<file path="config.mk">
export PLATFORM = sky130hd
export DESIGN_NAME = tod_regif
export DESIGN_NICKNAME = d
export VERILOG_FILES = /design/src/rtl/tod_regif_pkg.sv /design/src/rtl/tod_time_snapshot.sv /design/src/rtl/tod_time_stage.sv /design/src/rtl/tod_ctrl_bank.sv /design/src/rtl/tod_regif.sv
export SDC_FILE = /design/constraint.sdc
export NUM_CORES = 1
export LEC_CHECK = 0
export BUFFER_PORTS_ARGS = -buffer_cell sky130_fd_sc_hd__buf_2
export CELL_PAD_IN_SITES_DETAIL_PLACEMENT = 0
export CELL_PAD_IN_SITES_GLOBAL_PLACEMENT = 1
export CORE_ASPECT_RATIO = 0.5
export CORE_MARGIN = 8
export CORE_UTILIZATION = 36
export CTS_CLUSTER_SIZE = 28
export DETAILED_ROUTE_END_ITERATION = 10
export GPL_TIMING_DRIVEN = 1
export PLACE_DENSITY = 0.77
export SLEW_MARGIN = 40
export SYNTH_ARGS = -nofsm -noshare
export SYNTH_HDL_FRONTEND = slang
export SYNTH_SLANG_ARGS = --single-unit
</file>
<file path="constraint.sdc">
create_clock -name clk -period 1.3 [get_ports clk]
set_clock_uncertainty 0.1 [all_clocks]
set_input_delay 0.065 -clock clk [delete_from_list [all_inputs] [get_ports clk]]
set_output_delay 0.065 -clock clk [all_outputs]
set_load 0.01 [all_outputs]
</file>
<file path="src/rtl/tod_regif_pkg.sv">
package tod_regif_pkg;

    localparam int ADDR_W = 12;

    // Byte offsets; software depends on these positions
    localparam logic [ADDR_W-1:0] OFS_CLK_RATE   = 12'h038;
    localparam logic [ADDR_W-1:0] OFS_SEC_HI     = 12'h100;
    localparam logic [ADDR_W-1:0] OFS_SEC_LO     = 12'h104;
    localparam logic [ADDR_W-1:0] OFS_NSEC       = 12'h108;
    localparam logic [ADDR_W-1:0] OFS_PERIOD     = 12'h110;
    localparam logic [ADDR_W-1:0] OFS_ADJ_PERIOD = 12'h114;
    localparam logic [ADDR_W-1:0] OFS_ADJ_COUNT  = 12'h118;
    localparam logic [ADDR_W-1:0] OFS_DRIFT_VAL  = 12'h11C;
    localparam logic [ADDR_W-1:0] OFS_DRIFT_RATE = 12'h120;

    typedef enum logic [1:0] {
        ST_IDLE        = 2'd0,
        ST_READ_RESP   = 2'd1,
        ST_TIME_COMMIT = 2'd2,
        ST_ADJ_START   = 2'd3
    } bus_state_e;

endpackage

</file>
<file path="src/rtl/tod_time_snapshot.sv">
module tod_time_snapshot #(
    parameter int SEC_W = 48
) (
    input  logic             clk,
    input  logic             rst_n,
    input  logic             capture,
    input  logic [SEC_W-1:0] live_sec,
    output logic [SEC_W-1:0] snap_sec
);

    always_ff @(posedge clk or negedge rst_n) begin
        if (!rst_n) begin
            snap_sec <= '0;
        end else if (capture) begin
            snap_sec <= live_sec;
        end
    end

    AST_SNAP_HELD: assert property (@(posedge clk) disable iff (!rst_n)
        !capture |=> $stable(snap_sec));

endmodule

</file>
<file path="src/rtl/tod_time_stage.sv">
module tod_time_stage #(
    parameter int SEC_W = 48,
    parameter int NS_W  = 32,
    parameter int LO_W  = 32
) (
    input  logic             clk,
    input  logic             rst_n,
    input  logic             wr_hi,
    input  logic             wr_lo,
    input  logic             wr_ns,
    input  logic [SEC_W-LO_W-1:0] hi_data,
    input  logic [LO_W-1:0]  lo_data,
    input  logic [NS_W-1:0]  ns_data,
    output logic [SEC_W-1:0] stage_sec,
    output logic [NS_W-1:0]  stage_ns
);

    localparam int HI_W = SEC_W - LO_W;

    logic [HI_W-1:0] hold_hi;
    logic [LO_W-1:0] hold_lo;

    always_ff @(posedge clk or negedge rst_n) begin
        if (!rst_n) begin
            hold_hi  <= '0;
            hold_lo  <= '0;
            stage_ns <= '0;
        end else begin
            if (wr_hi) hold_hi  <= hi_data;
            if (wr_lo) hold_lo  <= lo_data;
            if (wr_ns) stage_ns <= ns_data;
        end
    end

    assign stage_sec = {hold_hi, hold_lo};

    AST_STAGE_HELD: assert property (@(posedge clk) disable iff (!rst_n)
        (!wr_hi && !wr_lo) |=> $stable(stage_sec));

    AST_STAGE_NS_HELD: assert property (@(posedge clk) disable iff (!rst_n)
        !wr_ns |=> $stable(stage_ns));

endmodule

</file>
<file path="src/rtl/tod_ctrl_bank.sv">
module tod_ctrl_bank #(
    parameter int                PERIOD_W   = 20,
    parameter int                COUNT_W    = 20,
    parameter int                DRIFT_W    = 16,
    parameter logic [PERIOD_W-1:0] RST_PERIOD = 20'h40000
) (
    input  logic                clk,
    input  logic                rst_n,
    input  logic                we_period,
    input  logic                we_adj_period,
    input  logic                we_adj_count,
    input  logic                we_drift_val,
    input  logic                we_drift_rate,
    input  logic [PERIOD_W-1:0] period_data,
    input  logic [COUNT_W-1:0]  count_data,
    input  logic [DRIFT_W-1:0]  drift_data,
    output logic [PERIOD_W-1:0] period,
    output logic [PERIOD_W-1:0] adj_period,
    output logic [COUNT_W-1:0]  adj_count,
    output logic [DRIFT_W-1:0]  drift_val,
    output logic [DRIFT_W-1:0]  drift_rate
);

    always_ff @(posedge clk or negedge rst_n) begin
        if (!rst_n) begin
            period     <= RST_PERIOD;
            adj_period <= '0;
            adj_count  <= '0;
            drift_val  <= '0;
            drift_rate <= '0;
        end else begin
            if (we_period)     period     <= period_data;
            if (we_adj_period) adj_period <= period_data;
            if (we_adj_count)  adj_count  <= count_data;
            if (we_drift_val)  drift_val  <= drift_data;
            if (we_drift_rate) drift_rate <= drift_data;
        end
    end

    AST_PERIOD_HELD: assert property (@(posedge clk) disable iff (!rst_n)
        (!we_period && !we_adj_period) |=> ($stable(period) && $stable(adj_period)));

    AST_DRIFT_HELD: assert property (@(posedge clk) disable iff (!rst_n)
        (!we_drift_val && !we_drift_rate) |=> ($stable(drift_val) && $stable(drift_rate)));

    AST_COUNT_HELD: assert property (@(posedge clk) disable iff (!rst_n)
        !we_adj_count |=> $stable(adj_count));

endmodule

</file>
<file path="src/rtl/tod_regif.sv">
module tod_regif
    import tod_regif_pkg::*;
#(
    parameter int          DATA_W      = 32,
    parameter int          SEC_W       = 48,
    parameter int          PERIOD_W    = 20,
    parameter int          COUNT_W     = 20,
    parameter int          DRIFT_W     = 16,
    parameter int unsigned CLK_FREQ_HZ = 250_000_000,
    parameter logic [19:0] RST_PERIOD  = 20'h40000
) (
    input  logic                clk,
    input  logic                rst_n,
    input  logic                req_valid,
    input  logic                req_write,
    input  logic [11:0]         req_addr,
    input  logic [31:0]         req_wdata,
    output logic                rsp_valid,
    output logic [31:0]         rsp_rdata,
    input  logic [47:0]         live_sec_i,
    input  logic [31:0]         live_ns_i,
    output logic                load_o,
    output logic [47:0]         load_sec_o,
    output logic [31:0]         load_ns_o,
    output logic [19:0]         period_o,
    output logic [19:0]         adj_period_o,
    output logic [19:0]         adj_count_o,
    output logic                adj_start_o,
    input  logic [19:0]         adj_remain_i,
    output logic [15:0]         drift_value_o,
    output logic [15:0]         drift_rate_o
);

    localparam int HI_W    = SEC_W - DATA_W;
    localparam int PAD_HI  = DATA_W - HI_W;
    localparam int PAD_PER = DATA_W - PERIOD_W;
    localparam int PAD_CNT = DATA_W - COUNT_W;
    localparam int PAD_DR  = DATA_W - DRIFT_W;

    // ---------------- request decode ----------------
    logic rd_req, wr_req;
    logic hit_sec_hi, hit_sec_lo, hit_nsec, hit_period, hit_adj_period;
    logic hit_adj_count, hit_drift_val, hit_drift_rate, hit_clk_rate;

    assign rd_req = req_valid && !req_write;
    assign wr_req = req_valid &&  req_write;

    assign hit_clk_rate   = (req_addr == OFS_CLK_RATE);
    assign hit_sec_hi     = (req_addr == OFS_SEC_HI);
    assign hit_sec_lo     = (req_addr == OFS_SEC_LO);
    assign hit_nsec       = (req_addr == OFS_NSEC);
    assign hit_period     = (req_addr == OFS_PERIOD);
    assign hit_adj_period = (req_addr == OFS_ADJ_PERIOD);
    assign hit_adj_count  = (req_addr == OFS_ADJ_COUNT);
    assign hit_drift_val  = (req_addr == OFS_DRIFT_VAL);
    assign hit_drift_rate = (req_addr == OFS_DRIFT_RATE);

    // ---------------- sub-blocks ----------------
    logic [SEC_W-1:0] snap_sec;

    tod_time_snapshot #(.SEC_W(SEC_W)) u_snapshot (
        .clk      (clk),
        .rst_n    (rst_n),
        .capture  (rd_req && hit_nsec),
        .live_sec (live_sec_i),
        .snap_sec (snap_sec)
    );

    tod_time_stage #(.SEC_W(SEC_W), .NS_W(DATA_W), .LO_W(DATA_W)) u_stage (
        .clk       (clk),
        .rst_n     (rst_n),
        .wr_hi     (wr_req && hit_sec_hi),
        .wr_lo     (wr_req && hit_sec_lo),
        .wr_ns     (wr_req && hit_nsec),
        .hi_data   (req_wdata[HI_W-1:0]),
        .lo_data   (req_wdata),
        .ns_data   (req_wdata),
        .stage_sec (load_sec_o),
        .stage_ns  (load_ns_o)
    );

    tod_ctrl_bank #(
        .PERIOD_W   (PERIOD_W),
        .COUNT_W    (COUNT_W),
        .DRIFT_W    (DRIFT_W),
        .RST_PERIOD (RST_PERIOD)
    ) u_ctrl (
        .clk           (clk),
        .rst_n         (rst_n),
        .we_period     (wr_req && hit_period),
        .we_adj_period (wr_req && hit_adj_period),
        .we_adj_count  (wr_req && hit_adj_count),
        .we_drift_val  (wr_req && hit_drift_val),
        .we_drift_rate (wr_req && hit_drift_rate),
        .period_data   (req_wdata[PERIOD_W-1:0]),
        .count_data    (req_wdata[COUNT_W-1:0]),
        .drift_data    (req_wdata[DRIFT_W-1:0]),
        .period        (period_o),
        .adj_period    (adj_period_o),
        .adj_count     (adj_count_o),
        .drift_val     (drift_value_o),
        .drift_rate    (drift_rate_o)
    );

    // ---------------- state machine ----------------
    bus_state_e state_q, state_d;

    always_comb begin
        state_d = ST_IDLE;
        if (rd_req)                       state_d = ST_READ_RESP;
        else if (wr_req && hit_nsec)      state_d = ST_TIME_COMMIT;
        else if (wr_req && hit_adj_count) state_d = ST_ADJ_START;
    end

    always_ff @(posedge clk or negedge rst_n) begin
        if (!rst_n) state_q <= ST_IDLE;
        else        state_q <= state_d;
    end

    always_comb begin
        rsp_valid   = 1'b0;
        load_o      = 1'b0;
        adj_start_o = 1'b0;
        unique case (state_q)
            ST_IDLE:        ;
            ST_READ_RESP:   rsp_valid   = 1'b1;
            ST_TIME_COMMIT: load_o      = 1'b1;
            ST_ADJ_START:   adj_start_o = 1'b1;
        endcase
    end

    // ---------------- read data ----------------
    logic [DATA_W-1:0] rd_mux;

    always_comb begin
        rd_mux = '0;
        if (hit_clk_rate)   rd_mux = DATA_W'(CLK_FREQ_HZ);
        if (hit_sec_hi)     rd_mux = {{PAD_HI{1'b0}}, snap_sec[SEC_W-1:DATA_W]};
        if (hit_sec_lo)     rd_mux = snap_sec[DATA_W-1:0];
        if (hit_nsec)       rd_mux = live_ns_i;
        if (hit_period)     rd_mux = {{PAD_PER{1'b0}}, period_o};
        if (hit_adj_period) rd_mux = {{PAD_PER{1'b0}}, adj_period_o};
        if (hit_adj_count)  rd_mux = {{PAD_CNT{1'b0}}, adj_remain_i};
        if (hit_drift_val)  rd_mux = {{PAD_DR{1'b0}}, drift_value_o};
        if (hit_drift_rate) rd_mux = {{PAD_DR{1'b0}}, drift_rate_o};
    end

    always_ff @(posedge clk or negedge rst_n) begin
        if (!rst_n)      rsp_rdata <= '0;
        else if (rd_req) rsp_rdata <= rd_mux;
    end

    // ---------------- assertions ----------------
    AST_READ_ANSWERED: assert property (@(posedge clk) disable iff (!rst_n)
        (req_valid && !req_write) |=> rsp_valid);

    AST_NO_STRAY_RESP: assert property (@(posedge clk) disable iff (!rst_n)
        rsp_valid |-> $past(req_valid && !req_write));

    AST_LOAD_CAUSE: assert property (@(posedge clk) disable iff (!rst_n)
        load_o |-> $past(req_valid && req_write && req_addr == OFS_NSEC));

    AST_SEC_WRITE_NO_LOAD: assert property (@(posedge clk) disable iff (!rst_n)
        (req_valid && req_write && (req_addr == OFS_SEC_HI || req_addr == OFS_SEC_LO)) |=> !load_o);

    AST_ADJ_START_CAUSE: assert property (@(posedge clk) disable iff (!rst_n)
        adj_start_o |-> $past(req_valid && req_write && req_addr == OFS_ADJ_COUNT));

    AST_STROBES_EXCLUSIVE: assert property (@(posedge clk) disable iff (!rst_n)
        $onehot0({rsp_valid, load_o, adj_start_o}));

endmodule

</file>
# [Word-level counts from Yosys, hierarchy flattened]
# Index checks and enable logic that the tools add are counted.
[totals] reg_bits=254 in_bits=148 out_inout_bits=207
[op_classes] muxes=15 reduce_logical=12 n_eq_ne=12
[op_table] operator="2-to-1 mux 32 bit" count=8
[op_table] operator="equality test 12 x 9 -> 1 bit (second input constant)" count=8
[op_table] operator="2-to-1 mux 28 bit" count=1
[op_table] operator="equality test 12 x 6 -> 1 bit (second input constant)" count=1
[op_table] operator="logical AND 1 bit" count=11
[op_table] operator="2-to-1 mux 2 bit" count=3
[op_table] operator="equality test 2 bit (second input constant)" count=2
[op_table] operator="2-to-1 mux 1 bit" count=3
[op_table] operator="equality test 2 x 1 -> 1 bit (second input constant)" count=1
[op_table] operator="logical NOT 1 bit" count=1

# [Logic depth before layout (Yosys ltp)]
# Gate-level depths: netlist of the first run.
[logic_depth] word_depth=10 mapped_depth=9

# [Cells and area by module]
# A second synthesis of the first run with hierarchy kept.
[hier_totals] hier_cells=886 area_unflattened_um2=12052.8
[modules_own_cells] mod="tod_ctrl_bank" seq_area_each_um2=2303.5 n_inst=1 cells_per_inst=194 area_each_um2=3522.1
[modules_own_cells] mod="tod_time_stage" seq_area_each_um2=2001.9 n_inst=1 cells_per_inst=170 area_each_um2=3339.5
[modules_own_cells] mod="tod_regif" seq_area_each_um2=850.8 n_inst=1 cells_per_inst=421 area_each_um2=3330.7
[modules_own_cells] mod="tod_time_snapshot" seq_area_each_um2=1201.2 n_inst=1 cells_per_inst=101 area_each_um2=1860.5

# [Worst setup path after synthesis of the first run]
# No wires, ideal clock.
[synth_path] path_type="in2reg" from="input port req_addr[1]" to="register u_ctrl.drift_rate[10]" stages=9 arrival_time_ns=2.059 setup_ns=0.125 path_buffers=4 setup_slack_ns=-0.983 cell_sequence="or4_1 buf_2 or3b_1 buf_6 nor2_8 and2_1 buf_6 buf_8 mux2_2"
[synth_via] elab_chain_len=2
[synth_rtl] element="from (decl)" line_no="tod_regif.sv:16" source="input logic [11:0] req_addr,"
[synth_rtl] element="equality test 12 x 9 -> 1 bit" line_no="tod_regif.sv:56" source="assign hit_drift_rate = (req_addr == OFS_DRIFT_RATE);"
[synth_rtl] element="logical AND 1 bit" line_no="tod_regif.sv:94" source=".we_drift_rate (wr_req && hit_drift_rate),"
[synth_rtl] element="to (signal assigned)" line_no="tod_ctrl_bank.sv:36" source="if (we_drift_rate) drift_rate <= drift_data;"
[synth_rtl] element="to (decl)" line_no="tod_ctrl_bank.sv:21" source="output logic [DRIFT_W-1:0] drift_rate"
# Every way passes these cells.
# A chain may end at the register's enable or synchronous reset.

# [Worst setup path in the final report of the first run]
[layout_path] from="input port req_addr[1]" to="register u_ctrl.adj_period[3]"
[layout_via] elab_chain_len=2
[layout_rtl] element="equality test 12 x 9 -> 1 bit" line_no="tod_regif.sv:53" source="assign hit_adj_period = (req_addr == OFS_ADJ_PERIOD);"
[layout_rtl] element="logical AND 1 bit" line_no="tod_regif.sv:91" source=".we_adj_period (wr_req && hit_adj_period),"
[layout_rtl] element="to (signal assigned)" line_no="tod_ctrl_bank.sv:33" source="if (we_adj_period) adj_period <= period_data;"
[layout_rtl] element="to (decl)" line_no="tod_ctrl_bank.sv:18" source="output logic [PERIOD_W-1:0] adj_period,"
# Every way passes these cells.

==> impl_metrics.json, run 1 <==
{
  "reg2reg_depth": 5,
  "synth_fp_nets": 1036,
  "hold_path_depth": 5,
  "power_w": 0.01698,
  "ys_top_cells_by_count": "dfrtp_1 (253), mux2_2 (222), o21ai_0 (88)",
  "cts_made_buffers": 25,
  "port_buffers": 354,
  "final_nets": 1707,
  "syn_inst": 888,
  "grt_max_degree": 52,
  "fin_util_pct": 61.20,
  "ff2ff_setup_slack_ns": -0.20,
  "path_common_cell": "or4b_4",
  "cp_slowest_stage_delay_ns": 0.60,
  "synth_cell_type_count": 50,
  "via_per_inst": 5.236,
  "io_pins": 355,
  "synth-main-ff-cell": "dfrtp_1",
  "syn-cell-area_um2": 11280,
  "start_util_pct": 36.90,
  "cts_sinks": 254,
  "yosysSeqAreaShare_pct": 56.35,
  "yosys.area.top_type_share_pct": 56.12,
  "num_rows": 45,
  "min_to": "rsp_rdata[19]",
  "report.final.slew_viol_count": 0,
  "synth_top_area_cell": "dfrtp_1",
  "peakVddDrop_mv": 0.9412,
  "synth_most_common_cell": "dfrtp_1",
  "die_h_um": 141.2,
  "synth_compound_area_share_pct": 11.27,
  "routabilityCongestion": 0.9087,
  "hp-class": "in2reg",
  "layout-drive-gt1-share_pct": 59.29,
  "post-dp-hpwl_mm": 30.97,
  "rsz0062_at_grt": "true",
  "async_reset_ff_share_pct": 100.0,
  "pwr_density_cell_nw_per_um2": 907.3,
  "synth_adder_area_share_pct": 0,
  "violations": "setup timing",
  "place_ws_ns": -1.067,
  "r2r_start": "u_ctrl.drift_val[8]",
  "ys_ff_latch": 254,
  "period_needed_ns": 1.800,
  "ant_nets": 0,
  "arrival_ns": 2.12,
  "max-cap-violations": 0,
  "tightest_slew_ns": 0.5912,
  "p_leak_nw": 9.764,
  "crit_path_start_kind": "primary input",
  "ys_warn_count": 0,
  "cts_tree": "built",
  "worst_slack_ns": -0.5000,
  "first_pass_iters": 5,
  "die_area_um2": 37600,
  "critical_path_class": "in2reg",
  "coreArea_um2": 30570,
  "clk_path_buf_depth": 3,
  "wl_per_cell_um": 23.47,
  "syn_area_per_cell_um2": 12.71,
  "grt_usage_pct": 23.63,
  "area_growth_pct": 65.84,
  "multi_input_area_um2": 5206,
  "synth_top_family_by_area": "multiplexers",
  "synth_mux_area_share_pct": 23.63,
  "finalSetupViolations": 293,
  "seqCellArea_um2": 6367,
  "dr_total_vias": 10504,
  "synth.area.top_cells": "dfrtp_1 (56%), mux2_2 (22%), o21ai_0 (3.9%), a22oi_1 (1.8%), nand2_1 (1.6%)",
  "synth-simple-area-share_pct": 6.077,
  "min_from": "req_addr[2]",
  "crit_path_max_fanout": 9,
  "clkTransAtPathRegs_ns": 0.07,
  "cpMaxStageDelayCell": "or4b_4",
  "hold_violations": 0,
  "clk_latency_ns": 0.55,
  "synth_edf_count": 0,
  "grt_pass1_vias": 11161,
  "die_w_um": 266.4,
  "fillCellCount": 2325,
  "drt_iter0_drc": 762,
  "grt.overflow.total": 0,
  "setup.worst_path.end_class": "flip-flop",
  "fmax_ghz": 0.5556,
  "maxSlewHeadroom_pct": 60.41,
  "drc": 0,
  "r2r_end": "rsp_rdata[8]",
  "h-tree-depth": 1,
  "antenna_found_initial": 6,
  "cts-root-buf": "clkbuf_16",
  "required_ns": 1.62,
  "synth_xor_area_share_pct": 0,
  "post-route-period-util_pct": 138.5,
  "crit_chain": "buf_8, or4b_4, or4b_4, nor2_4, and2_4, buf_12, mux2_1",
  "status": "finished with violations",
  "wl_mm": 47.07,
  "grt_pass1_wl_mm": 68.68
}
[how the worst max path moves through the flow]
stage,slack [ns],end,from
2_1_floorplan,-0.97,u_ctrl.drift_rate[10],req_addr[1]
3_3_place_gp,-1.03,u_ctrl.adj_period[6],req_addr[7]
3_5_place_dp,-1.07,u_ctrl.adj_period[6],req_addr[7]
4_1_cts,-0.44,u_ctrl.adj_period[6],req_addr[1]
5_1_grt,-0.50,u_ctrl.adj_period[3],req_addr[1]
6_report,-0.50,u_ctrl.adj_period[3],req_addr[1]
[report_power, final]
group	total [W]	internal, W	switching [W]
sequential	0.00797	0.00794	0.0000304
combinational	0.00150	0.000732	0.000773
clock	0.00750	0.00428	0.00322
[placed cells by master (no fill, tap or decap), types with 7 or more instances in the layout]
cell           netlist  routed
buf_2               13     309
dfrtp_1            253     245
mux2_2             222     190
dlygate4sd3_1        0     127
buf_4                1     122
buf_6                4      94
nand2_1             49      42
mux2_4               0      34
o21ai_0             88      33
o21ai_2              0      32
clkbuf_16            0      27
a21oi_1             36      25
o21ai_1              0      23
buf_12               0      21
a22oi_1             27      19
nor2_1              17      12
a22o_1              12      11
mux2i_1             11      11
inv_1               10      10
buf_16               0      10
a21oi_2              0       9
and3_1              10       9
a22oi_2              0       8
clkbuf_1            30       8
buf_8                1       8
dfrtp_2              0       8
nor3_1              11       7
o22a_1               7       7
[layout make-up]
cell class / count / share of cell area, %
repair buffers: 695 / 30.59
multi-input cells: 573 / 27.83
well taps: 423 / 2.829
clock inverters: 7 / 0.5751
inverters: 10 / 0.2006
flip-flops and latches: 254 / 34.03
clock buffers: 38 / 3.872
diodes: 6 / 0.08025
[kinds of logic after synthesis]
logic type,count (synthesis)
AOI/OAI and AO/OA,203
buffers and inverters,64
DFF,254
muxes,238
and+or+nand+nor,129
[per-layer routing]
layer  global-route usage (%)  vias to the layer above  share of wire (%)
met1                    27.30                     5312                 37
li1                         -                     4625                  -
met3                    4.183                      129                6.2
met4                    11.04                        0                4.2
met2                    42.41                      438                 53
met5                        0                        -                  0
[sequential cells by signal, indices dropped and copies added (netlist names)]
name	count
rsp_rdata	32
state_q	2
u_ctrl.adj_count	20
u_ctrl.adj_period	20
u_ctrl.drift_rate	16
u_ctrl.drift_val	16
u_ctrl.period	20
u_snapshot.snap_sec	48
u_stage.hold_hi	16
u_stage.hold_lo	32
u_stage.stage_ns	32
[stage by stage]
step	hold WS (ns)	instance area (um^2)	cells	setup TNS, ns
3_5_place_dp	-0.1111	14590	1740	-198.27
2_1_floorplan	-0.3306	11510	888	-135.53
6_report	0.03002	18710	2006	-78.89
5_1_grt	0.06763	18710	2006	-86.58
3_3_place_gp	-0.1221	14590	1740	-194.02
4_1_cts	0.004028	18050	1964	-70.11
[what timing repair did]
item / 4_1_cts / 5_1_grt
pin swaps: 52 / 29
hold endpoints to repair: 506 / 0
hold buffers: 127 / 0
endpoints found under the setup margin: 309 / 446
buffers inserted: 34 / 51
gates cloned: 18 / 2
gates resized for setup: 189 / 124
[critical path: cells and delay by family]
| family | cells | cell delay (ns) |
|---|---|---|
| multiplexers | 1 | 0.34 |
| buffers and inverters | 2 | 0.24 |
| AND/OR/NAND/NOR | 4 | 1.45 |
Note: power is estimated with default switching activity, not from simulation.
==> run 2: changes to the inputs <==
Settings changed: ABC_AREA set to 1, CORE_UTILIZATION 36 to 34, PLACE_DENSITY 0.77 to 0.78.
==> impl_metrics.json, run 2 <==
{
  "antenna_found_initial": 6,
  "ys_ff_latch": 254,
  "ys_top_cells_by_count": "nand2_1 (375), dfrtp_1 (253), o21ai_0 (184)",
  "synth-main-ff-cell": "dfrtp_1",
  "yosysSeqAreaShare_pct": 56.88,
  "cts_sinks": 254,
  "clk_latency_ns": 0.55,
  "synth_top_area_cell": "dfrtp_1",
  "tightest_slew_ns": 0.4910,
  "fin_hold_ws_ns": -0.07097,
  "place_area_um2": 14110,
  "die_w_um": 272.4,
  "finalSetupViolations": 6,
  "arrival_ns": 1.23,
  "final_cell_mix": "nand2_1 (370), buf_2 (330), dfrtp_1 (252)",
  "die_area_um2": 39280,
  "clk_path_buf_depth": 3,
  "syn_inst": 1278,
  "grt_usage_pct": 20.88,
  "cts-hold-fix-buffers": 125,
  "drt_iter0_drc": 737,
  "peakVddDrop_mv": 0.7943,
  "post-route-period-util_pct": 106.9,
  "die_h_um": 144.2,
  "port_buffers": 354,
  "hold_violations": 40,
  "power_w": 0.01744,
  "max-cap-violations": 0,
  "regMostFlops": "u_snapshot.snap_sec",
  "fillCellCount": 3136,
  "synth_cell_type_count": 31,
  "syn-cell-area_um2": 11180,
  "crit_path_max_fanout": 3,
  "crit_chain": "nand2_1, inv_2, buf_6",
  "grt.overflow.total": 0,
  "hp-class": "in2async",
  "h-tree-depth": 1,
  "grt_pass1_wl_mm": 63.94,
  "wl_per_cell_um": 18.39,
  "num_rows": 47,
  "dr_total_vias": 10797,
  "final_nets": 1990,
  "fmax_ghz": 0.7193,
  "async_reset_ff_share_pct": 100.0,
  "pwr_density_cell_nw_per_um2": 1035,
  "yosys.area.top_type_share_pct": 56.64,
  "wl_mm": 42.47,
  "setup.worst_path.end_class": "output port",
  "required_ns": 1.13,
  "rsz0062_at_grt": "true",
  "fin_util_pct": 51.56,
  "ys_warn_count": 0,
  "start_util_pct": 34.18,
  "cpMaxStageDelayCell": "dfrtp_1",
  "status": "finished with violations",
  "grt_max_degree": 65,
  "grt_pass1_vias": 10757,
  "cp_slowest_stage_delay_ns": 0.43,
  "place_ws_ns": -0.5292,
  "area_growth_pct": 50.83,
  "coreArea_um2": 32700,
  "period_needed_ns": 1.390,
  "post-dp-hpwl_mm": 30.41,
  "synth_edf_count": 0,
  "synth_fp_nets": 1426,
  "first_pass_iters": 5,
  "syn_area_per_cell_um2": 8.746,
  "clkTransAtPathRegs_ns": 0.07,
  "layout_commonest_cell": "nand2_1",
  "cts-root-buf": "clkbuf_16",
  "synth.area.top_cells": "dfrtp_1 (57%), nand2_1 (13%), o21ai_0 (8.2%), mux2_1 (3.8%), inv_1 (3.6%)",
  "ant_nets": 0,
  "cts_tree": "built",
  "worst_slack_ns": -0.09033,
  "cts_made_buffers": 26,
  "synth_most_common_cell": "nand2_1",
  "layout-drive-gt1-share_pct": 31.90,
  "critical_path_class": "reg2out",
  "drc": 0,
  "routabilityCongestion": 0.8676,
  "violations": "hold timing, setup timing",
  "crit_path_start_kind": "flip-flop",
  "maxSlewHeadroom_pct": 67.23,
  "p_leak_nw": 9.171,
  "io_pins": 355,
  "largest_register_ffs": 48,
  "via_per_inst": 4.676,
  "stdcell_area_um2": 16860,
  "report.final.slew_viol_count": 0
}
==> run 2: final timing paths <==
check	depth (start not counted)	from	to	slack [ns]
worst max-delay path	3	state_q[1]	adj_start_o	-0.09
worst min-delay path	2	rst_n	u_ctrl.adj_period[12]	-0.07
worst max register to register	8	u_snapshot.snap_sec[45]	rsp_rdata[13]	-0.03
worst min register to register	2	rsp_rdata[23]	rsp_rdata[23]	0.38
max in group asynchronous	3	rst_n	u_ctrl.drift_val[8]	0.52
min in group clk	9	live_ns_i[6]	rsp_rdata[6]	0.05
==> run 2: routing by layer <==
metal / GRT usage [%] / part of all wire, % / up-vias
met3: 3.516 / 4.5 / 100
met5: 0 / 0 / -
met1: 25.87 / 41 / 5142
met2: 35.58 / 50 / 306
met4: 9.908 / 4.6 / 0
li1: - / - / 5249
==> run 2: cell families after synthesis <==
logic type	Yosys count	synth area share, %
flip-flops	254	56.88
AO/OA/AOI/OAI	263	12.19
multiplexers	38	3.828
buffers and inverters	187	7.008
AND/OR/NAND/NOR	536	20.09
==> run 2: critical path, delay by kind of cell, from the launching register on <==
| kind | cells | cell delay, ns |
|---|---|---|
| buf+inv | 2 | 0.15 |
| flops | 1 | 0.43 |
| simple gates | 1 | 0.10 |
==> run 2: cell type report <==
cell class / instances / area, um^2 / share of cell area, %
tap: 441 / 551.8 / 3.273
sequential: 254 / 6359 / 37.72
antenna: 6 / 15.01 / 0.08906
multi-input combinational: 837 / 4144 / 24.58
clock inverter: 11 / 182.7 / 1.084
inverter: 123 / 479.2 / 2.843
clock buffer: 37 / 782.0 / 4.639
timing repair buffer: 600 / 4345 / 25.78
==> run 2: what timing repair did <==
action,in CTS,in global routing
gates cloned,0,0
buffers inserted,15,26
endpoints found under the setup margin,24,208
pin swaps,4,17
endpoints found under the hold margin,507,40
gates resized for setup,10,62
==> run 2: power by group <==
| part | total, W | internal [W] | switching, W |
|---|---|---|---|
| Clock | 0.00835 | 0.00501 | 0.00334 |
| Sequential | 0.00793 | 0.00792 | 0.0000125 |
| Combinational | 0.00116 | 0.000548 | 0.000610 |
| Total | 0.0174 | 0.0135 | 0.00396 |
==> run 2: stage by stage <==
stage,instances,hold WS (ns),TNS [ns]
finish,2309,-0.07097,-0.3689
global route,2309,-0.04807,-1.269
CTS,2278,-0.06175,-0.9668
detailed placement,2090,-0.07370,-93.98
global placement,2090,-0.07346,-86.54
floorplan,1278,-0.3306,-13.10
